===== src/rtl/dfa_pkg.sv =====
// Shared constants and types for the weighted-fairness DMA arbiter.
// Assumes a 3-bit priority field; the strict levels are the lowest numbers.
package dfa_pkg;
    localparam int PRIO_W      = 3;
    localparam int NUM_LVL     = 1 << PRIO_W;
    localparam int STRICT_LVLS = 2;
    localparam int SLOT_W      = NUM_LVL - STRICT_LVLS;
    typedef logic [PRIO_W-1:0] prio_t;
endpackage


===== src/rtl/dfa_slot_ctr.sv =====
// Slot counter for the weighted scheme: it steps once per grant that falls
// in the fair level range.
// Assumes the caller raises step for at most one grant per cycle.
module dfa_slot_ctr
    import dfa_pkg::*;
(
    input  logic              clk,
    input  logic              rst_n,
    input  logic              step,
    output logic [SLOT_W-1:0] slot
);
    // Count fair-range grants, wrapping naturally at 2**SLOT_W.
    always_ff @(posedge clk) begin
        if (!rst_n)    slot <= '0;
        else if (step) slot <= slot + 1'b1;
    end

    assert_slot_step_R4: assert property (@(posedge clk) disable iff (!rst_n)
        step |=> slot == $past(slot) + 1'b1);
    assert_slot_idle_R4: assert property (@(posedge clk) disable iff (!rst_n)
        !step |=> $stable(slot));
endmodule


===== src/rtl/dfa_level_pick.sv =====
// Chooses the winning priority level from the per-level request summary.
// Strict levels win outright. With fairness on, the level favoured by the
// slot count wins when it has a request. Otherwise the most urgent level wins.
// Purely combinational.
module dfa_level_pick
    import dfa_pkg::*;
(
    input  logic [NUM_LVL-1:0] lvl_any,
    input  logic               fair_en,
    input  logic [SLOT_W-1:0]  slot,
    output logic               any,
    output prio_t              win_lvl
);
    prio_t top_lvl;
    prio_t fav_lvl;

    // Most urgent requesting level (lowest number).
    always_comb begin
        top_lvl = prio_t'(NUM_LVL - 1);
        for (int l = NUM_LVL - 1; l >= 0; l--)
            if (lvl_any[l]) top_lvl = prio_t'(l);
    end

    // Favoured level from the lowest set bit of the slot count.
    always_comb begin
        fav_lvl = prio_t'(NUM_LVL - 1);
        for (int b = SLOT_W - 1; b >= 0; b--)
            if (slot[b]) fav_lvl = prio_t'(STRICT_LVLS + b);
    end

    // Final level choice.
    always_comb begin
        any     = |lvl_any;
        win_lvl = top_lvl;
        if (fair_en && (top_lvl >= prio_t'(STRICT_LVLS)) && lvl_any[fav_lvl])
            win_lvl = fav_lvl;
    end
endmodule


===== src/rtl/dfa_rr_pick.sv =====
// Picks one channel within a single priority level and keeps that level's
// round-robin pointer. Channels with round-robin disabled go to the head of
// the line, lowest index first. The pointer moves only past a granted
// round-robin channel.
// Assumes req already holds only the channels of this level.
module dfa_rr_pick #(
    parameter int N     = 24,
    parameter int IDX_W = $clog2(N)
) (
    input  logic             clk,
    input  logic             rst_n,
    input  logic [N-1:0]     req,
    input  logic [N-1:0]     rr_en,
    input  logic             adv,
    input  logic [IDX_W-1:0] adv_idx,
    output logic             hit,
    output logic [IDX_W-1:0] sel
);
    localparam logic [IDX_W-1:0] LAST = IDX_W'(N - 1);

    logic [IDX_W-1:0] ptr;
    logic             head_hit;
    logic [IDX_W-1:0] head_idx;
    logic             rr_hit;
    logic [IDX_W-1:0] rr_idx;

    // Lowest-index requester that has opted out of round-robin.
    always_comb begin
        head_hit = 1'b0;
        head_idx = '0;
        for (int i = N - 1; i >= 0; i--)
            if (req[i] && !rr_en[i]) begin
                head_hit = 1'b1;
                head_idx = IDX_W'(i);
            end
    end

    // First requester at or after the pointer, with wrap.
    always_comb begin
        rr_hit = 1'b0;
        rr_idx = '0;
        for (int k = N - 1; k >= 0; k--) begin
            int j;
            j = int'(ptr) + k;
            if (j >= N) j = j - N;
            if (req[j]) begin
                rr_hit = 1'b1;
                rr_idx = IDX_W'(j);
            end
        end
    end

    // Merge the head-of-line and rotating choices.
    always_comb begin
        hit = rr_hit;
        sel = head_hit ? head_idx : rr_idx;
    end

    // Advance the pointer past a granted round-robin channel.
    always_ff @(posedge clk) begin
        if (!rst_n)
            ptr <= '0;
        else if (adv && rr_en[adv_idx])
            ptr <= (adv_idx == LAST) ? '0 : adv_idx + 1'b1;
    end

    assert_ptr_range_R7: assert property (@(posedge clk) disable iff (!rst_n)
        ptr <= LAST);
    assert_head_first_R8: assert property (@(posedge clk) disable iff (!rst_n)
        head_hit |-> (req[sel] && !rr_en[sel]));
    assert_head_keeps_ptr_R8: assert property (@(posedge clk) disable iff (!rst_n)
        (adv && !rr_en[adv_idx]) |=> $stable(ptr));
endmodule


===== src/rtl/dma_fair_arbiter.sv =====
// Bus arbiter for one processor port and NUM_CH DMA channels.
// The processor always wins. Levels 0 and 1 are strict. Levels 2..7 share the
// remaining slots by a slot-count weighting, or by level order when fairness
// is off. Grants are registered and change only when the bus is idle or
// xfer_done marks the end of the current transaction.
// Assumes xfer_done is raised for one cycle by the current owner.
module dma_fair_arbiter
    import dfa_pkg::*;
#(
    parameter int NUM_CH = 24,
    localparam int IDX_W = $clog2(NUM_CH)
) (
    input  logic                     clk,
    input  logic                     rst_n,
    input  logic                     cpu_req,
    input  logic [NUM_CH-1:0]        ch_req,
    input  logic [NUM_CH*PRIO_W-1:0] ch_prio,
    input  logic [NUM_CH-1:0]        ch_rr_en,
    input  logic                     fair_en,
    input  logic                     xfer_done,
    output logic                     cpu_gnt,
    output logic [NUM_CH-1:0]        gnt_onehot,
    output logic                     gnt_valid,
    output logic [IDX_W-1:0]         gnt_idx
);
    logic [NUM_CH-1:0]  lvl_req  [NUM_LVL];
    logic [IDX_W-1:0]   pick_idx [NUM_LVL];
    logic [NUM_LVL-1:0] lvl_any;
    logic [NUM_LVL-1:0] lvl_adv;
    logic [SLOT_W-1:0]  slot;
    logic               dma_any;
    prio_t              win_lvl;
    prio_t              gnt_lvl;
    logic [IDX_W-1:0]   win_idx;
    logic               arb_ok;
    logic               do_dma;

    // Split the channel requests by their configured level.
    always_comb begin
        for (int l = 0; l < NUM_LVL; l++)
            for (int c = 0; c < NUM_CH; c++)
                lvl_req[l][c] = ch_req[c] && (ch_prio[c*PRIO_W +: PRIO_W] == prio_t'(l));
    end

    generate
        for (genvar l = 0; l < NUM_LVL; l++) begin : g_lvl
            dfa_rr_pick #(.N(NUM_CH), .IDX_W(IDX_W)) u_rr (
                .clk     (clk),
                .rst_n   (rst_n),
                .req     (lvl_req[l]),
                .rr_en   (ch_rr_en),
                .adv     (lvl_adv[l]),
                .adv_idx (pick_idx[l]),
                .hit     (lvl_any[l]),
                .sel     (pick_idx[l])
            );
            assign lvl_adv[l] = do_dma && (win_lvl == prio_t'(l));
        end
    endgenerate

    dfa_level_pick u_lvl (
        .lvl_any (lvl_any),
        .fair_en (fair_en),
        .slot    (slot),
        .any     (dma_any),
        .win_lvl (win_lvl)
    );

    dfa_slot_ctr u_slot (
        .clk   (clk),
        .rst_n (rst_n),
        .step  (do_dma && (win_lvl >= prio_t'(STRICT_LVLS))),
        .slot  (slot)
    );

    // Arbitration window and the winning channel.
    always_comb begin
        arb_ok  = !(cpu_gnt || gnt_valid) || xfer_done;
        do_dma  = arb_ok && !cpu_req && dma_any;
        win_idx = pick_idx[win_lvl];
    end

    // Register the grant at each arbitration point.
    always_ff @(posedge clk) begin
        if (!rst_n) begin
            cpu_gnt    <= 1'b0;
            gnt_valid  <= 1'b0;
            gnt_idx    <= '0;
            gnt_onehot <= '0;
            gnt_lvl    <= '0;
        end else if (arb_ok) begin
            cpu_gnt    <= cpu_req;
            gnt_valid  <= do_dma;
            gnt_idx    <= do_dma ? win_idx : '0;
            gnt_onehot <= do_dma ? (NUM_CH'(1) << win_idx) : '0;
            gnt_lvl    <= win_lvl;
        end
    end

    assert_cpu_wins_R1: assert property (@(posedge clk) disable iff (!rst_n)
        (arb_ok && cpu_req) |=> (cpu_gnt && !gnt_valid));
    assert_grant_form_R2: assert property (@(posedge clk) disable iff (!rst_n)
        !(cpu_gnt && gnt_valid) && $onehot0(gnt_onehot) &&
        (gnt_valid == (|gnt_onehot)) && (!gnt_valid || gnt_onehot[gnt_idx]));
    assert_strict_lvl0_R3: assert property (@(posedge clk) disable iff (!rst_n)
        (arb_ok && !cpu_req && lvl_any[0]) |=> (gnt_valid && gnt_lvl == prio_t'(0)));
    assert_nofair_order_R6: assert property (@(posedge clk) disable iff (!rst_n)
        (arb_ok && !cpu_req && !fair_en && lvl_any[2]) |=> (gnt_valid && gnt_lvl <= prio_t'(2)));
    assert_hold_R9: assert property (@(posedge clk) disable iff (!rst_n)
        ((cpu_gnt || gnt_valid) && !xfer_done) |=>
        ($stable(cpu_gnt) && $stable(gnt_valid) && $stable(gnt_idx) && $stable(gnt_onehot)));
endmodule


===== config.mk =====
export PLATFORM = sky130hd
export DESIGN_NAME = dma_fair_arbiter
export DESIGN_NICKNAME = d
export VERILOG_FILES = /design/src/rtl/dfa_pkg.sv /design/src/rtl/dfa_slot_ctr.sv /design/src/rtl/dfa_level_pick.sv /design/src/rtl/dfa_rr_pick.sv /design/src/rtl/dma_fair_arbiter.sv
export SDC_FILE = /design/constraint.sdc
export NUM_CORES = 2
export LEC_CHECK = 0
export ABC_AREA = 1
export BUFFER_PORTS_ARGS = -buffer_cell sky130_fd_sc_hd__buf_2
export CORE_MARGIN = 10
export CORE_UTILIZATION = 35
export DETAILED_ROUTE_END_ITERATION = 10
export PLACE_DENSITY = 0.48
export SLEW_MARGIN = 20
export SYNTH_ARGS = -nofsm -noshare
export SYNTH_HDL_FRONTEND = slang
export SYNTH_SLANG_ARGS = --single-unit

===== constraint.sdc =====
create_clock -name clk -period 13.95 [get_ports clk]
set_input_delay 0 -clock clk [delete_from_list [all_inputs] [get_ports clk]]
set_output_delay 0 -clock clk [all_outputs]
set_load 0.05 [all_outputs]

# Word level (Yosys, flattened, before mapping)
# Index checks and enable logic that the tools add are counted.
# classes
eq_ne	183
n_mux	1588
bitwise_logic	1
order_cmp	396
n_reduce_logical	459
n_shift	1
n_addsub	385
# op_table
cell	n
less-than comparator 32 x 7 -> 1 bit, second input constant	192
two-way mux 32 bit	192
>= comparator 32 x 6 -> 1 bit, second input constant	184
subtractor 32 x 6 -> 32 bit, second input constant	184
two-way mux 5 bit	403
binary-select mux 1 bit (select 5 bit)	200
two-way mux 1 bit	779
logical AND 1 bit	405
adder 5 x 4 -> 6 bit, second input constant	64
adder 5 x 5 -> 6 bit, second input constant	64
== test 3 bit, second input constant	100
adder 5 x 3 -> 6 bit, second input constant	32
== test 3 x 2 -> 1 bit, second input constant	50
adder 5 x 2 -> 6 bit, second input constant	16
== test 3 x 1 -> 1 bit, second input constant	25
logical NOT 3 bit	25
adder 5 x 1 -> 6 bit, second input constant	8
less-than comparator 5 x 6 -> 1 bit, second input constant	8
subtractor 5 x 5 -> 6 bit, second input constant	8
adder 5 x 1 -> 5 bit, second input constant	8
== test 5 bit, second input constant	8
>= comparator 5 bit, second input constant	8
logical NOT 1 bit	26
two-way mux 24 bit	1
12 further kinds	23
# totals
wordCells	3026
output_inout_bits	31
regBits	77
input_bits	125

# Depth between registers and ports, before layout
# depth
word_depth	47
mapped_depth	66
depth_no_buf	64

# Cells and area by module
# Synthesis repeated with hierarchy kept, for this count alone.
# hier_totals
hier_cells	9911
hier_area_um2	49379.9
# modules_own_cells
module	area_each_um2	cells_per_inst	seq_area_each_um2	instances
dfa_rr_pick (g_lvl[2].u_rr ...)	5629.1	1125	100.1	5
dfa_rr_pick (g_lvl[0].u_rr ...)	5753.0	1165	100.1	2
dfa_rr_pick (g_lvl[7].u_rr)	5879.4	1177	100.1	1
dma_fair_arbiter	3367.0	694	620.6	1
dfa_slot_ctr	257.7	35	120.1	1
dfa_level_pick	224.0	50	0.0	1

# Worst setup path after synthesis
# Ideal clock, no wire load.
# synth_timing
path_kind	reg-to-reg
start	register g_lvl[3].u_rr.ptr[0]
end	register gnt_onehot[0]
period_less_slack_ns	5.168
required_ns	13.879
path_stages_with_launch	49
slack_ns	8.782
setup_ns	0.071
path_buffers	4
arrival_ns	5.097
path_cell_list	dfxtp_1 > buf_2 > inv_2 > buf_2 > buf_2 > buf_1 > ha_1 > inv_1 > a21oi_1 > xor2_1 > ha_1 > inv_1 > a21oi_1 > inv_1 > o21ai_0 > inv_1 > a21oi_1 > nor2_1 > [... 13 more ...] > nand2_1 > nand2_1 > nand2_1 > nand2_1 > nand2_1 > nand2_1 > nand2_1 > nand2_1 > nand2_1 > nand2_1 > o21ai_2 > a21oi_2 > nand3_4 > a21oi_2 > nand2_1 > nor2_2 > nand4_1 > a21oi_1
# synth_between
elab_chain_len	44
word_cells_on_any_way	234
cone_classes	47 x add/sub; 25 x order compare; 1 x shift; 156 x mux; 1 x bitwise; 4 x reduce/logical
# synth_rtl
element	line_no	rtl
start: declaration	dfa_rr_pick.sv:21	logic [IDX_W-1:0] ptr;
start signal: assignment	dfa_rr_pick.sv:64	ptr <= (adv_idx == LAST) ? '0 : adv_idx + 1'b1;
adder 5 x 5 -> 6 bit	dfa_rr_pick.sv:44	j = int'(ptr) + k;
subtractor 32 x 6 -> 32 bit or >= comparator 32 x 6 -> 1 bit (tied branches)	dfa_rr_pick.sv:45	if (j >= N) j = j - N;
two-way mux 32 bit	dfa_rr_pick.sv:45	
binary-select mux 1 bit (select 5 bit)	dfa_rr_pick.sv:46	if (req[j]) begin
two-way mux 1 bit (implied by the code) (2 in series)	dfa_rr_pick.sv:46	
two-way mux 1 bit (24 in series)	dfa_rr_pick.sv:46	
two-way mux 3 bit (4 in series)	dfa_level_pick.sv:21	if (lvl_any[l]) top_lvl = prio_t'(l);
>= comparator 3 x 2 -> 1 bit	dfa_level_pick.sv:35	if (fair_en && (top_lvl >= prio_t'(STRICT_LVLS)) && lvl_any[fav_lvl])
logical AND 1 bit (2 in series)	dfa_level_pick.sv:35	
two-way mux 3 bit	dfa_level_pick.sv:35	
inverter 3 -> 4 bit (implied by the code)	dma_fair_arbiter.sv:80	win_idx = pick_idx[win_lvl];
binary-select mux 5 bit (select 3 bit)	dma_fair_arbiter.sv:80	
two-way mux 5 bit (implied by the code) (2 in series)	dma_fair_arbiter.sv:80	
<< shifter 1 x 5 -> 24 bit	dma_fair_arbiter.sv:95	gnt_onehot <= do_dma ? (NUM_CH'(1) << win_idx) : '0;
two-way mux 24 bit (*)	dma_fair_arbiter.sv:95	
end signal: assignment	dma_fair_arbiter.sv:95	
end: declaration	dma_fair_arbiter.sv:22	output logic [NUM_CH-1:0] gnt_onehot,
# Every way passes the cells marked *; elsewhere a longest branch is shown, timed or not. The select of a mux whose other input is x is not followed.
# A chain may end at the register's enable or synchronous reset.

# Worst setup path after layout
# layout_timing
start	register g_lvl[1].u_rr.ptr[0]
end	register g_lvl[2].u_rr.ptr[3]
# layout_between
elab_chain_len	39
word_cells_on_any_way	204
cone_classes	47 x add/sub; 25 x order compare; 1 x eq/ne; 125 x mux; 6 x reduce/logical
# layout_rtl
element	line_no	rtl
start: declaration	dfa_rr_pick.sv:21	
start signal: assignment	dfa_rr_pick.sv:64	
adder 5 x 5 -> 6 bit	dfa_rr_pick.sv:44	
subtractor 32 x 6 -> 32 bit or >= comparator 32 x 6 -> 1 bit (tied branches)	dfa_rr_pick.sv:45	
two-way mux 32 bit	dfa_rr_pick.sv:45	
binary-select mux 1 bit (select 5 bit)	dfa_rr_pick.sv:46	
two-way mux 1 bit (implied by the code) (2 in series)	dfa_rr_pick.sv:46	
two-way mux 1 bit (23 in series)	dfa_rr_pick.sv:46	
two-way mux 1 bit (*)	dfa_rr_pick.sv:46	
two-way mux 3 bit (2 in series)	dfa_level_pick.sv:21	
>= comparator 3 x 2 -> 1 bit	dfa_level_pick.sv:35	
logical AND 1 bit (2 in series)	dfa_level_pick.sv:35	
two-way mux 3 bit	dfa_level_pick.sv:35	
== test 3 x 2 -> 1 bit	dma_fair_arbiter.sv:57	assign lvl_adv[l] = do_dma && (win_lvl == prio_t'(l));
logical AND 1 bit (*)	dma_fair_arbiter.sv:57	
logical AND 1 bit (*)	dfa_rr_pick.sv:63	else if (adv && rr_en[adv_idx])
end signal: assignment	dfa_rr_pick.sv:64	
end: declaration	dfa_rr_pick.sv:21	
# Marks and branches as above.

==> results.cfg <==
[run_status]
status = complete, no violations

[synth]
synth_ff_type = dfxtp_1
yosysUniqueCellTypes = 89
yosys.area.top_type = nand2_1
synth_seq_area_share = 0.0334
synth_seq_cells = 76
synthTopCellsByArea = nand2_1, o21ai_0, inv_1, ha_1, a21oi_1
async_flop_share = 0
syn_nets = 9530
syn_area_per_cell_um2 = 5.02
syn_area_um2 = 45600
synthTopCellsByCount = nand2_1, inv_1, o21ai_0, nor2_1, a21oi_1
ys_warn_count = 0
yosysMostFrequentCell = nand2_1
synthCells = 9092
yosys.area.top_type_share = 0.252
synth_edf_count = 0

[worst_setup_path]
worstPathMaxFanout = 48
cp.arrival_ps = 7600
worst_setup_path_end_kind = flop
reg2reg_from = g_lvl[1].u_rr.ptr[0]
cp_num_buf_inv = 10
cp-start-kind = flop
r2r_end = g_lvl[2].u_rr.ptr[3]
reg2reg_depth = 30
crit_path_max_incr_delay_ps = 680
critical-path-slowest-cell = ha_1
crit_type = flop to flop
required_ps = 14250
path_delay_family = simple AND/OR/NAND/NOR gates
rrSetupSlack_ps = 6640

[timing]
fin_ws_ps = 6640
setup_viol = 0
post-route-min-period_ps = 7310
min_period_over_period = 0.524
tightest_slew_ps = 986
drv_slew = 0
fin_setup_tns_ps = 0
skew_ps = 29.2
timing.fmax_mhz = 137
rsz0062_at_grt = no
hold_ws_ps = 228
hold_viol_final = 0
slew_headroom = 0.336

[run]
cap_violations = 0

[final_layout]
multiInputGateArea_um2 = 37600
layout.area.seq_um2 = 1520
drive_gt1_frac = 0.0571
fill_cells = 15200
syn_to_final_growth_pct = 5.94
nets = 9535
stdcell_count = 10900

[clocking]
clock_sinks = 76
cts_tree = built
clk_pin_slew_ps = 70
cts.path.max_buffers = 2
root_buffer = clkbuf_16
numCtsBuffers = 9
clk_latency_ps = 410
h-tree-depth = 3

[placement]
post-dp-hpwl_mm = 201
place.gp.congestion = 1.06
placedCellCount = 10800
dp_worst_setup_slack_ps = 6710
port_buffers = 155

[power_and_ir_drop]
powerDensity_nw_per_um2 = 75.9
max-vdd-ir-drop_mv = 0.0620
leakage_nw = 26.8

[global_routing]
gr-total-overflow = 0
grt_pass1_wl_mm = 351
grt_max_degree = 53
antenna_found_initial = 32
grt_usage = 0.314
grt_pass1_vias = 52700

[floorplan]
io_pins = 156
rows = 132
core_um2 = 129000
die_area_um2 = 145000
chipWidth_um = 381
start_util = 0.352
die_h_um = 381

[route]
drc = 0
ant_nets = 0
num_vias = 60000
via_per_inst = 5.53
first_pass_iters = 8
drt_iter0_drc = 6964
drt_wl_total_mm = 243
wl_per_cell_um = 22.4

[worst_hold_path]
hold-path-endpoint = u_slot.slot[3]
hold_path.class = input port to flop
min_path_cells = 3
min_from = rst_n
-- sequential cells by signal, indices dropped and copies added, names as in the netlist --
register / cells
gnt_valid: 1
g_lvl.u_rr.ptr: 40
cpu_gnt: 1
gnt_onehot: 24
gnt_idx: 5
u_slot.slot: 5
-- through the flow --
step	power, mW	instance area, um2	utilization
detailed placement	3.26	47900	0.370
global route	3.99	48300	0.373
floorplan	2.35	45600	-
finish	3.67	48300	0.373
global placement	3.28	47900	0.370
CTS	3.58	48300	0.373
-- repair_timing --
item,CTS,global route
setup buffers,0,0
hold buffers,2,0
endpoints found under the hold margin,2,0
gates resized for setup,0,0
-- cell usage in the layout (no fill, tap or decap), types with 118 or more instances in the layout --
master / synthesis / final
a21oi_1: 592 / 592
buf_2: 69 / 155
ha_1: 313 / 313
inv_1: 1295 / 1295
nand2_1: 3058 / 3058
nand3_1: 412 / 412
nor2_1: 755 / 755
o211ai_1: 118 / 118
o21ai_0: 1063 / 1063
o21ai_1: 134 / 134
xor2_1: 178 / 178
-- per-layer routing --
metal	vias up	wire, um	GRT usage	part of all wire
met3	330	20500	0.0469	0.084
met4	38	7280	0.0866	0.030
met5	-	227	0	0.00094
li1	29300	-	-	-
met1	27900	112000	0.446	0.46
met2	2495	103000	0.486	0.42
-- power breakdown --
part           switching (mW)  leakage, nW  internal [mW]
Clock                   0.125        0.166          0.175
Sequential             0.0154        0.614          0.236
Combinational            2.24         26.0          0.879
Total                    2.38         26.8           1.29
-- worst max path at each step --
| stage | depth (start not counted) | endpoint | startpoint |
|---|---|---|---|
| global route | 29 | g_lvl[2].u_rr.ptr[3] | g_lvl[1].u_rr.ptr[0] |
| CTS | 30 | g_lvl[2].u_rr.ptr[3] | g_lvl[1].u_rr.ptr[0] |
| floorplan | 48 | gnt_onehot[0] | g_lvl[3].u_rr.ptr[0] |
| finish | 30 | g_lvl[2].u_rr.ptr[3] | g_lvl[1].u_rr.ptr[0] |
| global placement | 30 | g_lvl[2].u_rr.ptr[3] | g_lvl[1].u_rr.ptr[0] |
| detailed placement | 30 | g_lvl[2].u_rr.ptr[3] | g_lvl[1].u_rr.ptr[0] |
-- worst min-delay path, stage by stage --
cell and delay [ps]:
buf_2 350, nand2_1 170, nor2_1 30
-- kinds of logic (layout without fill, tap and decap cells) --
kind of cell | after synthesis | count (layout) | synth area share
and+or+nand+nor | 4524 | 4524 | 0.402
AOI/OAI and AO/OA | 2279 | 2279 | 0.280
buffers and inverters | 1646 | 1655 | 0.142
adders and majority gates | 313 | 313 | 0.0859
xor gates and xnor gates | 217 | 217 | 0.0482
DFF | 76 | 76 | 0.0334
muxes | 37 | 37 | 0.00812
other | 0 | 13 | 0
-- final cells by class --
| cell class | instances | area share |
|---|---|---|
| timing repair buffer | 231 | 0.0280 |
| multi-input combinational | 7370 | 0.778 |
| clock buffer | 9 | 0.00466 |
| inverter | 1409 | 0.110 |
| sequential | 76 | 0.0315 |
| tap | 1742 | 0.0451 |
| antenna | 13 | 0.000673 |
| clock inverter | 6 | 0.00233 |
No activity file was read; power rests on OpenSTA's default activity.
